--- src/rtl/kpd_pkg.sv ---
package kpd_pkg;

  typedef enum logic [1:0] {
    SQ_IDLE = 2'd0,
    SQ_WAIT = 2'd1,
    SQ_SCAN = 2'd2,
    SQ_DONE = 2'd3
  } seq_state_t;

endpackage

--- src/rtl/kpd_seq.sv ---
module kpd_seq #(
  parameter int ROWS        = 8,
  parameter int COLS        = 10,
  parameter int ROW_CYC     = 2,
  parameter int PERIOD_CLKS = 48,
  localparam int NKEYS  = ROWS * COLS,
  localparam int ROW_W  = (ROWS > 1) ? $clog2(ROWS) : 1,
  localparam int SLOT_W = (ROW_CYC > 1) ? $clog2(ROW_CYC) : 1,
  localparam int PER_W  = (PERIOD_CLKS > 1) ? $clog2(PERIOD_CLKS) : 1
) (
  input  logic             clk,
  input  logic             rst_n,
  input  logic [COLS-1:0]  col_n,
  input  logic             busy,
  input  logic             quiet,
  output logic [ROWS-1:0]  row_n,
  output logic [NKEYS-1:0] raw,
  output logic             scan_done,
  output logic             idle
);
  import kpd_pkg::*;

  seq_state_t        st;
  logic [PER_W-1:0]  per_cnt;
  logic              due;
  logic [ROW_W-1:0]  row_idx;
  logic [SLOT_W-1:0] slot;
  logic [COLS-1:0]   col_q;
  logic [NKEYS-1:0]  raw_q;
  logic              roll;

  assign roll      = (st != SQ_IDLE) && (per_cnt == PER_W'(PERIOD_CLKS - 1));
  assign raw       = raw_q;
  assign scan_done = (st == SQ_DONE);
  assign idle      = (st == SQ_IDLE);

  always_comb begin
    row_n = '1;
    if (st == SQ_IDLE) row_n = '0;
    else if (st == SQ_SCAN) row_n[row_idx] = 1'b0;
  end

  always_ff @(posedge clk or negedge rst_n) begin
    if (!rst_n) begin
      st      <= SQ_IDLE;
      per_cnt <= '0;
      due     <= 1'b0;
      row_idx <= '0;
      slot    <= '0;
      col_q   <= '1;
      raw_q   <= '0;
    end else begin
      col_q <= col_n;
      if (st == SQ_IDLE) begin
        per_cnt <= '0;
        due     <= 1'b0;
      end else begin
        per_cnt <= roll ? '0 : per_cnt + 1'b1;
        if (roll) due <= 1'b1;
      end
      case (st)
        SQ_IDLE: if (!busy && (col_q != '1)) begin
          st      <= SQ_SCAN;
          row_idx <= '0;
          slot    <= '0;
        end
        SQ_WAIT: if (due && !busy) begin
          st      <= SQ_SCAN;
          row_idx <= '0;
          slot    <= '0;
          due     <= roll;
        end
        SQ_SCAN: begin
          if (slot == SLOT_W'(ROW_CYC - 1)) begin
            slot <= '0;
            raw_q[row_idx*COLS +: COLS] <= ~col_n;
            if (row_idx == ROW_W'(ROWS - 1)) st <= SQ_DONE;
            else row_idx <= row_idx + 1'b1;
          end else begin
            slot <= slot + 1'b1;
          end
        end
        SQ_DONE: st <= quiet ? SQ_IDLE : SQ_WAIT;
        default: st <= SQ_IDLE;
      endcase
    end
  end

endmodule

--- src/rtl/kpd_filter.sv ---
module kpd_filter #(
  parameter int NKEYS = 80
) (
  input  logic             clk,
  input  logic             rst_n,
  input  logic             scan_done,
  input  logic [NKEYS-1:0] raw,
  output logic [NKEYS-1:0] level_next,
  output logic [NKEYS-1:0] change,
  output logic             quiet
);
  logic [NKEYS-1:0] prev_q;
  logic [NKEYS-1:0] level_q;
  logic [NKEYS-1:0] agree;

  // A key takes a new level only when two consecutive scans agree on it.
  assign agree      = ~(raw ^ prev_q);
  assign level_next = (agree & raw) | (~agree & level_q);
  assign change     = level_next ^ level_q;
  assign quiet      = (level_next == '0) && (raw == '0);

  always_ff @(posedge clk or negedge rst_n) begin
    if (!rst_n) begin
      prev_q  <= '0;
      level_q <= '0;
    end else if (scan_done) begin
      prev_q  <= raw;
      level_q <= level_next;
    end
  end

endmodule

--- src/rtl/kpd_emit.sv ---
module kpd_emit #(
  parameter int NKEYS = 80,
  parameter int KEY_W = 7,
  localparam int IDX_W = (NKEYS > 1) ? $clog2(NKEYS) : 1
) (
  input  logic             clk,
  input  logic             rst_n,
  input  logic             load,
  input  logic [NKEYS-1:0] change,
  input  logic [NKEYS-1:0] level,
  output logic             push_valid,
  input  logic             push_ready,
  output logic [KEY_W:0]   push_data,
  output logic             busy
);
  logic [NKEYS-1:0] pend_q;
  logic [NKEYS-1:0] snap_q;
  logic [IDX_W-1:0] sel;

  // Lowest pending index wins, giving ascending key codes.
  always_comb begin
    sel = '0;
    for (int i = NKEYS - 1; i >= 0; i--) begin
      if (pend_q[i]) sel = IDX_W'(i);
    end
  end

  assign busy       = |pend_q;
  assign push_valid = busy;
  assign push_data  = {snap_q[sel], KEY_W'(sel) + KEY_W'(1)};

  always_ff @(posedge clk or negedge rst_n) begin
    if (!rst_n) begin
      pend_q <= '0;
      snap_q <= '0;
    end else if (load) begin
      pend_q <= change;
      snap_q <= level;
    end else if (push_valid && push_ready) begin
      pend_q[sel] <= 1'b0;
    end
  end

endmodule

--- src/rtl/kpd_scanner.sv ---
module kpd_scanner #(
  parameter int ROWS    = 8,
  parameter int COLS    = 10,
  parameter int ROW_CYC = 2,
  parameter int CLK_HZ  = 50_000_000,
  parameter int SCAN_US = 25_000,
  localparam int NKEYS       = ROWS * COLS,
  localparam int KEY_W       = $clog2(NKEYS + 1),
  localparam int PERIOD_CLKS = (CLK_HZ / 1_000_000) * SCAN_US
) (
  input  logic            clk,
  input  logic            rst_n,
  output logic [ROWS-1:0] row_n,
  input  logic [COLS-1:0] col_n,
  output logic            push_valid,
  input  logic            push_ready,
  output logic [KEY_W:0]  push_data
);
  logic [NKEYS-1:0] raw;
  logic [NKEYS-1:0] level_next;
  logic [NKEYS-1:0] change;
  logic             quiet;
  logic             scan_done;
  logic             seq_idle;
  logic             emit_busy;

  kpd_seq #(
    .ROWS(ROWS), .COLS(COLS), .ROW_CYC(ROW_CYC), .PERIOD_CLKS(PERIOD_CLKS)
  ) u_seq (
    .clk(clk), .rst_n(rst_n), .col_n(col_n), .busy(emit_busy), .quiet(quiet),
    .row_n(row_n), .raw(raw), .scan_done(scan_done), .idle(seq_idle)
  );

  kpd_filter #(.NKEYS(NKEYS)) u_filter (
    .clk(clk), .rst_n(rst_n), .scan_done(scan_done), .raw(raw),
    .level_next(level_next), .change(change), .quiet(quiet)
  );

  kpd_emit #(.NKEYS(NKEYS), .KEY_W(KEY_W)) u_emit (
    .clk(clk), .rst_n(rst_n), .load(scan_done), .change(change), .level(level_next),
    .push_valid(push_valid), .push_ready(push_ready), .push_data(push_data),
    .busy(emit_busy)
  );

endmodule

--- config.mk ---
export PLATFORM = sky130hd
export DESIGN_NAME = kpd_scanner
export DESIGN_NICKNAME = d
export VERILOG_FILES = /design/src/rtl/kpd_pkg.sv /design/src/rtl/kpd_seq.sv /design/src/rtl/kpd_filter.sv /design/src/rtl/kpd_emit.sv /design/src/rtl/kpd_scanner.sv
export SDC_FILE = /design/constraint.sdc
export NUM_CORES = 1
export LEC_CHECK = 0
export ABC_AREA = 1
export BUFFER_PORTS_ARGS = -buffer_cell sky130_fd_sc_hd__buf_4
export CAP_MARGIN = 20
export CORE_ASPECT_RATIO = 0.5
export CORE_MARGIN = 4
export CORE_UTILIZATION = 55
export DETAILED_ROUTE_END_ITERATION = 10
export PLACE_DENSITY = 0.71
export SETUP_SLACK_MARGIN = 0.3
export SYNTH_ARGS = -nofsm -noshare
export SYNTH_HDL_FRONTEND = slang
export SYNTH_SLANG_ARGS = --single-unit
--- constraint.sdc ---
create_clock -name clk -period 12.67 [get_ports clk]
set_input_delay 1.9005 -clock clk [delete_from_list [all_inputs] [get_ports clk]]
set_output_delay 1.9005 -clock clk [all_outputs]
set_load 0.01 [all_outputs]
### Word level (Yosys, flattened, before mapping)

Cells that the tools add are included.

| word-level totals | value |
|---|---|
| bits in registers | 358 |
| input port bits | 13 |
| output and inout port bits | 17 |
| word-level logic and storage cells | 175 |

| operators by class | value |
|---|---|
| $add $sub $neg | 5 |
| $mul | 1 |
| $lt $le $gt $ge | 4 |
| eq/ne operators | 11 |
| shift-type cells | 2 |
| multiplexer cells | 112 |
| bitwise operators | 11 |
| reduce and logical (&&, ||, !) cells | 19 |

Operator list:

| cell | number |
|---|---|
| two-way mux 7 bit | 80 |
| AND 80 bit | 3 |
| NOT 80 bit | 3 |
| logical NOT 80 bit | 2 |
| two-way mux 80 bit | 2 |
| XOR 80 bit | 2 |
| bitwise mux 80 bit | 1 |
| OR 80 bit | 1 |
| OR reduction 80 bit | 1 |
| variable shift 10 x 34 -> 80 bit (first input constant) | 1 |
| indexed part select 10 x 34 -> 80 bit | 1 |
| two-way mux 21 bit | 2 |
| negation 7 -> 34 bit | 1 |
| adder 21 x 1 -> 21 bit (second input constant) | 1 |
| equality test 21 bit (second input constant) | 1 |
| two-way mux 8 bit | 2 |
| two-way mux 3 bit | 4 |
| two-way mux 1 bit | 11 |
| inequality test 10 bit (second input constant) | 1 |
| NOT 10 bit | 1 |
| one-hot mux 3 bit (3 select lines) | 1 |
| < comparator 7 x 8 -> 1 bit (second input constant) | 1 |
| two-way mux 2 bit | 4 |
| NOT 8 bit | 1 |
| other kinds (26) | 37 |

### Longest topological paths before layout

Gate-level depths: netlist of the first run.

| logic depth | value |
|---|---|
| depth after elaboration | 88 |
| depth in mapped cells | 89 |
| mapped depth without buffers | 89 |

### Hierarchy

From an unflattened synthesis of the first run, not the netlist that was laid out.

| second synthesis, totals | value |
|---|---|
| cells, all modules | 3521 |
| area total of the unflattened synthesis | 24707.4 um^2 |

Modules (own cells, without submodules):

| module | times used | cells each | area each (um^2) | seq. area each (um^2) |
|---|---|---|---|---|
| kpd_filter | 1 | 1339 | 9162.5 | 4003.8 |
| kpd_emit | 1 | 1179 | 8526.9 | 4003.8 |
| kpd_seq | 1 | 1003 | 7018.0 | 2965.3 |

### Worst setup path before layout of the first run

Ideal clock, no wire load.

| timing path | value |
|---|---|
| path type | register to output |
| start point | register u_emit.pend_q[78] |
| end point | output port push_data[6] |
| arrival | 4617 ps |
| data required time | 10769 ps |
| setup slack | 6153 ps |
| stages on the path, launching flop included | 84 |
| cells stage by stage | dfrtp_1 > inv_1 > nand2_1 > nand2_1 > nand2_1 > nand2_1 > nand2_1 > nand2_1 > nand2_1 > nand2_1 > nand2_1 > nand2_1 > nand2_1 > nand2_1 > nand2_1 > nand2_1 > nand2_1 > nand2_1 > (+48 left out) > nand2_1 > nand2_1 > nand2_1 > nand2_1 > nand2_1 > nand2_1 > nand2_1 > nand2_1 > nand2_1 > nand2_1 > nand2_1 > nand2_1 > nand2_2 > a21oi_2 > buf_6 > ha_1 > inv_1 > o31ai_1 |

| on the way | value |
|---|---|
| cells in the longest elaborated chain, start to end | 80 |

Ends and longest elaborated chain:

| what | line | text |
|---|---|---|
| start, declared | kpd_emit.sv:16 | `logic [NKEYS-1:0] pend_q;` |
| start signal, assigned | kpd_emit.sv:37 | `pend_q <= change;` |
| two-way mux 7 bit (79 in a row) | kpd_emit.sv:24 | `if (pend_q[i]) sel = IDX_W'(i);` |
| adder 7 x 1 -> 7 bit | kpd_emit.sv:30 | `assign push_data = {snap_q[sel], KEY_W'(sel) + KEY_W'(1)};` |
| end, declared | kpd_scanner.sv:17 | `output logic [KEY_W:0] push_data` |

No other way between the ends.

### Worst setup path in the final report of the first run

| timing path | value |
|---|---|
| start point | register u_emit.pend_q[78] |
| end point | output port push_data[7] |

| on the way | value |
|---|---|
| cells in the longest elaborated chain, start to end | 81 |

Ends and longest elaborated chain:

| what | line |
|---|---|
| two-way mux 7 bit (79 in a row) | kpd_emit.sv:24 |
| binary-select mux 1 bit (select 7 bit) | kpd_emit.sv:30 |
| two-way mux 1 bit (implied by the code) | kpd_emit.sv:30 |

No other way between the ends. The select of a mux whose other input is x is not followed.

==> flow_metrics.py, run 1 <==
metrics = {
    "clock_network": {
        "clkSinkCount": 358,
        "clockBufferDepth": 3,
        "clkTransAtPathRegs_ns": 0.06,
        "worstSkewPairLatency_ns": 0.55,
        "cts_max_level": 2,
        "postCtsHoldBufs": 0,
        "cts_buffers": 36,
        "cts_tree": "built",
        "root_buffer": "clkbuf_16",
        "cts-resized-gates": 0,
        "cts_setup_buffers": 0,
    },
    "detailed_routing": {
        "viasPerCell": 5.99,
        "wl_mm": 69.0,
        "ant_nets": 0,
        "route.detailed.drc": 0,
        "drt_iter0_drc": 2547,
        "detail_route.wl_per_cell_um": 21.2,
        "dr.pass1.iters": 6,
        "vias": 19500,
    },
    "timing": {
        "setup_tns_ns": 0,
        "setup_viol": 0,
        "grt_setup_unrepaired": "no",
        "slew_viol_final": 0,
        "hold_violations": 0,
        "clock_skew_ns": 0.0211,
        "slew_headroom": 0.283,
        "worstMarginPinSlew_ns": 1.07,
        "period_share": 0.708,
        "min_period_ns": 8.98,
        "timing.fmax_mhz": 111,
    },
    "setup_path": {
        "cp-end-kind": "primary output",
        "crit_buf_inv": 3,
        "cp_max_fo": 35,
        "critPathMostFrequentCell": "nand2_1",
        "critical-path-max-stage-delay_ns": 0.62,
        "cp.required_ns": 10.77,
        "cp-start-kind": "flop",
        "arrival_ns": 7.07,
        "crit_family": "simple AND/OR/NAND/NOR gates",
        "slowest_stage": "nand2_1",
        "crit_type": "flop to primary output",
    },
    "logic_synthesis": {
        "ys_seq_area_frac": 0.441,
        "syn_area_per_cell_um2": 7.35,
        "ys_async_sr_fraction": 1.00,
        "syn_nets": 2795,
        "ys_top_cells_by_area": "dfrtp_1 43%, nand2_1 13%, o21ai_0 8.9%, inv_1 6.7%, nor2_1 4.1%",
        "yosys_register_bits": 358,
        "synthCells": 2769,
        "ys_types": 47,
        "synthesis.area_um2": 20400,
        "synth-edff-count": 0,
        "synth_top_cell_area_share": 0.428,
        "ys.flop_type": "dfrtp_1",
        "yosysWarnings": 0,
        "synth_top_area_cell": "dfrtp_1",
    },
    "placement": {
        "place_hpwl_mm": 51.4,
        "place.gp.congestion": 0.997,
        "placement.cell_area_um2": 20900,
        "io_buffers": 29,
    },
    "global_route": {
        "grt_max_degree": 250,
        "grt_use_total": 0.340,
        "grt-ovfl-total": 0,
        "antenna_found_initial": 7,
        "grt_pass1_vias": 17400,
        "grt_pass1_wl_mm": 104,
    },
    "cells_and_area": {
        "final_net_count": 2774,
        "syn2layout_area_growth_pct": 8.83,
        "final_layout_size_suffix_gt1_frac": 0.0480,
        "post-route-cell-area_um2": 22200,
        "nFillCells": 3263,
    },
    "floorplanning": {
        "io_pins": 30,
        "die-area_um2": 40400,
        "rows": 49,
        "core-area_um2": 36200,
        "initial_utilization": 0.562,
        "fp.dieW_um": 280,
        "fp.dieH_um": 144,
    },
    "outcome": {
        "status": "completed",
    },
    "power_and_ir_drop": {
        "peakVddDrop_mv": 0.100,
        "p_leak_uw": 0.0104,
        "power.density_nw_per_um2": 115,
    },
    "flow_run": {
        "maxCapViolCount": 0,
    },
    "hold_path": {
        "hold_class": "flop to flop",
    },
}
[metal layers]
metal,part of all wire,GRT usage,routed length [µm]
met1,0.44,0.509,30500
met2,0.40,0.476,27300
met3,0.14,0.121,9690
met4,0.021,0.0692,1460
met5,0.00055,0,38
[placed cells by master (no fill, tap or decap), drive strengths merged, types with 35 or more instances in the layout]
cell | synthesis | layout
nand4 | 65 | 65
o21ai | 368 | 368
inv | 370 | 373
a31oi | 66 | 66
buf | 20 | 46
o211ai | 73 | 73
nor2 | 221 | 221
clkbuf | 85 | 45
nor3 | 35 | 35
nand3 | 79 | 79
dfrtp | 348 | 348
a21oi | 105 | 105
nand2 | 686 | 686
a22oi | 76 | 76
o21bai | 56 | 56
[area by class of cell]
class	count	area, µm²	share of cell area
antenna	2	5.00	0.000226
tap	484	606	0.0273
inverter	373	1400	0.0633
clock inverter	17	226	0.0102
sequential	358	8970	0.405
timing repair buffer	46	365	0.0165
multi-input combinational	1933	9580	0.432
clock buffer	45	1010	0.0454
[through the flow]
stage | hold WS (ns) | utilization | setup slack [ns] | cells | power [µW]
floorplan | 0.447 | - | 6.15 | 2769 | 1310
global placement | 0.461 | 0.577 | 4.57 | 3194 | 1400
detailed placement | 0.468 | 0.577 | 4.43 | 3194 | 1400
CTS | 0.484 | 0.611 | 3.84 | 3256 | 2550
global route | 0.499 | 0.611 | 2.83 | 3256 | 2620
finish | 0.479 | 0.612 | 3.69 | 3258 | 2540
[tightest hold or removal path, delay by kind of cell, from the launching register on]
family,cells,cell delay [ns]
flip-flops,1,0.34
AO/OA/AOI/OAI,1,0.06
AND/OR/NAND/NOR,1,0.05
[final timing paths]
check                                          from             endpoint  slack [ns]  cells past startpoint
worst max-delay path              u_emit.pend_q[78]         push_data[7]        3.69                     90
min in group asynchronous                     rst_n     u_seq.per_cnt[1]        1.38                      1
worst max register to register    u_emit.pend_q[78]     u_emit.pend_q[3]        6.27                     84
max in group asynchronous                     rst_n  u_filter.prev_q[76]        9.16                      3
worst min-delay path            u_filter.prev_q[30]  u_filter.prev_q[30]        0.48                      2
worst min register to register  u_filter.prev_q[30]  u_filter.prev_q[30]        0.48                      2
[Yosys cell counts, types with 5 or more instances]
cell	number
o21a_1	5
buf_2	6
nand3_1	79
a31oi_1	66
inv_1	365
a22oi_1	76
o21ai_0	364
nand4_1	65
nor4_1	20
o21bai_1	56
o22ai_1	9
dfstp_2	10
dfrtp_1	348
ha_1	13
o211ai_1	73
xnor2_1	16
buf_1	10
nor2_1	221
clkbuf_1	85
a21oi_1	104
nor3_1	35
nand2_1	680
a211oi_1	5
inv_2	5
or2_2	5
[report_power, final]
group          internal, µW  total [µW]  switching [µW]  leakage, µW
logic                  46.5         223             176      0.00553
registers              1160        1170            9.49      0.00426
clock network           667        1150             486     0.000597
[cells by family after synthesis]
group	Yosys count	share of synthesized area
simple gates	1121	0.228
compound gates	777	0.225
buf+inv	478	0.0894
flops	358	0.441
xor+xnor	19	0.00817
fa+ha+maj	13	0.00799
mux	3	0.00147
[registers in the layout (all words and copies together) (netlist names)]
name / cells
u_seq.due: 1
u_seq.slot: 1
u_filter.prev_q: 80
u_emit.pend_q: 80
u_seq.per_cnt: 21
u_seq.row_idx: 3
u_seq.st: 2
u_seq.raw: 80
u_filter.level_q: 80
u_seq.col_q: 10
Power figures use the tool's default switching activity.
==> run 2: changes to the inputs <==
Settings changed: PLACE_DENSITY 0.71 to 0.74.
Clock period 12.67 ns to 7.4 ns, I/O delays scaled along.
==> flow_metrics.py, run 2 (synthesis gave the netlist of run 1 again) <==
metrics = {
    "flow_run": {
        "maxCapViolCount": 0,
    },
    "detailed_routing": {
        "dr.pass1.iters": 8,
        "vias": 19700,
        "route.detailed.drc": 0,
        "wl_mm": 67.6,
        "drt_iter0_drc": 2735,
        "viasPerCell": 6.00,
        "detail_route.wl_per_cell_um": 20.6,
        "ant_nets": 0,
    },
    "timing": {
        "slew_headroom": 0.206,
        "worstMarginPinSlew_ns": 1.19,
        "hold_violations": 0,
        "timing.fmax_mhz": 136,
        "setup_viol": 0,
        "finalWorstSetupSlack_ns": 0.0696,
        "slew_viol_final": 0,
        "min_period_ns": 7.33,
        "hold_slack_ns": 0.482,
        "clock_skew_ns": 0.0157,
        "grt_setup_unrepaired": "yes",
        "period_share": 0.991,
    },
    "floorplanning": {
        "core-area_um2": 36200,
        "rows": 49,
        "fp.dieH_um": 144,
        "initial_utilization": 0.562,
        "io_pins": 30,
        "die-area_um2": 40400,
        "fp.dieW_um": 280,
    },
    "global_route": {
        "grt_pass1_wl_mm": 104,
        "antenna_found_initial": 4,
        "grt_use_total": 0.335,
        "grt-ovfl-total": 0,
        "grt_max_degree": 243,
        "grt_pass1_vias": 17800,
    },
    "power_and_ir_drop": {
        "power_uw": 4400,
        "power.switching_uw": 1190,
        "power.density_nw_per_um2": 195,
        "clockPowerShare": 0.434,
        "peakVddDrop_mv": 0.205,
        "p_int_uw": 3210,
        "p_leak_uw": 0.0105,
        "power_switching_share": 0.270,
        "comb_power_share": 0.113,
        "pwr-share-seq": 0.454,
    },
    "setup_path": {
        "cp.required_ns": 6.29,
        "crit_path_start": "u_emit.pend_q[78]",
        "critPathCapture": "push_data[7]",
        "cp_max_fo": 7,
        "slowest_stage": "dfrtp_1",
        "critical-path-max-stage-delay_ns": 0.39,
        "ff2ff_path_depth": 84,
        "rrSetupSlack_ns": 1.65,
        "arrival_ns": 6.22,
        "critPathMostFrequentCell": "nand2_1",
        "r2r-start": "u_emit.pend_q[78]",
        "crit_type": "flop to primary output",
        "cp-end-kind": "primary output",
        "reg2reg_to": "u_emit.pend_q[53]",
        "cp-start-kind": "flop",
    },
    "cells_and_area": {
        "final_layout_size_suffix_gt1_frac": 0.0605,
        "final_cells": 3279,
        "utilization": 0.622,
        "final_net_count": 2796,
        "final_cell_mix": "676 x nand2_1, 362 x inv_1, 362 x o21ai_0, 348 x dfrtp_1, 219 x nor2_1",
        "layout_commonest_cell": "nand2_1",
        "syn2layout_area_growth_pct": 10.7,
    },
    "clock_network": {
        "root_buffer": "clkbuf_16",
        "cts_tree": "built",
        "cts_buffers": 36,
        "clkSinkCount": 358,
        "cts_max_level": 2,
        "worstSkewPairLatency_ns": 0.55,
        "clkTransAtPathRegs_ns": 0.06,
        "clockBufferDepth": 3,
    },
    "placement": {
        "place.gp.congestion": 0.979,
        "place_hpwl_mm": 49.3,
        "dp_worst_setup_slack_ns": 0.646,
        "dp.cells": 3201,
        "io_buffers": 29,
    },
    "hold_path": {
        "hold_class": "flop to flop",
    },
    "outcome": {
        "status": "completed",
    },
}
[run 2: changes by cell type in the layout (fill, tap and decap cells not counted), sizes merged]
cell | previous run | this run
buf | 46 | 68
bufinv | 5 | 1
clkbuf | 45 | 54
clkinv | 8 | 6
clkinvlp | 4 | 1
inv | 373 | 372
[run 2: metal layers]
| layer | GRT usage | wire length (µm) | share of wire |
|---|---|---|---|
| met5 | 0 | 13 | 0.00019 |
| met4 | 0.0740 | 1260 | 0.019 |
| met3 | 0.121 | 9980 | 0.15 |
| met2 | 0.458 | 26700 | 0.39 |
| met1 | 0.507 | 29700 | 0.44 |
[run 2: final cells by class]
| type | count | area [µm²] |
|---|---|---|
| Antenna cell | 2 | 5.00 |
| Clock buffer | 54 | 1110 |
| Clock inverter | 7 | 80.1 |
| Fill cell | 3290 | 13700 |
| Inverter | 373 | 1410 |
| Multi-Input combinational cell | 1933 | 9710 |
| Sequential cell | 358 | 8970 |
| Tap cell | 484 | 606 |
| Timing Repair Buffer | 68 | 649 |
[run 2: power groups by stage]
stage | registers [µW] | logic, µW | clock network, µW
2_1_floorplan | 2030 | 217 | 0
3_3_place_gp | 2030 | 383 | 0
3_5_place_dp | 2030 | 388 | 0
4_1_cts | 2000 | 438 | 1920
5_1_grt | 2000 | 523 | 2010
6_report | 2000 | 496 | 1910
[run 2: worst min-delay path by stage]
stage | startpoint | endpoint | slack, ns | depth (start not counted)
final | u_filter.prev_q[20] | u_filter.prev_q[20] | 0.48 | 2
after global placement | u_filter.prev_q[20] | u_filter.prev_q[20] | 0.46 | 2
after CTS | u_filter.prev_q[2] | u_filter.prev_q[2] | 0.48 | 2
after detailed placement | u_filter.prev_q[38] | u_filter.prev_q[38] | 0.47 | 2
after global routing | u_filter.prev_q[13] | u_filter.prev_q[13] | 0.50 | 2
after floorplan | u_filter.prev_q[11] | u_filter.prev_q[11] | 0.45 | 2
[run 2: repair_timing]
action / 4_1_cts / 5_1_grt
setup buffers: 5 / 8
hold buffers: 0 / 0
gates resized for setup: 12 / 35
pin swaps: 4 / 17
endpoints found under the hold margin: 0 / 0
setup endpoints to repair: 3 / 8
gates cloned: 2 / 0
[run 2: critical path: cells and delay by family (launching register included)]
kind	cells	cell delay (ns)
compound gates	2	0.29
buf+inv	3	0.35
flops	1	0.39
simple gates	84	4.62
[run 2: per-stage QoR]
step,cell area (µm²),setup TNS (ns)
after detailed placement,21000,0
after global placement,21000,0
final,22500,0
after global routing,22500,-1.85
after floorplan,20400,0
after CTS,22300,0
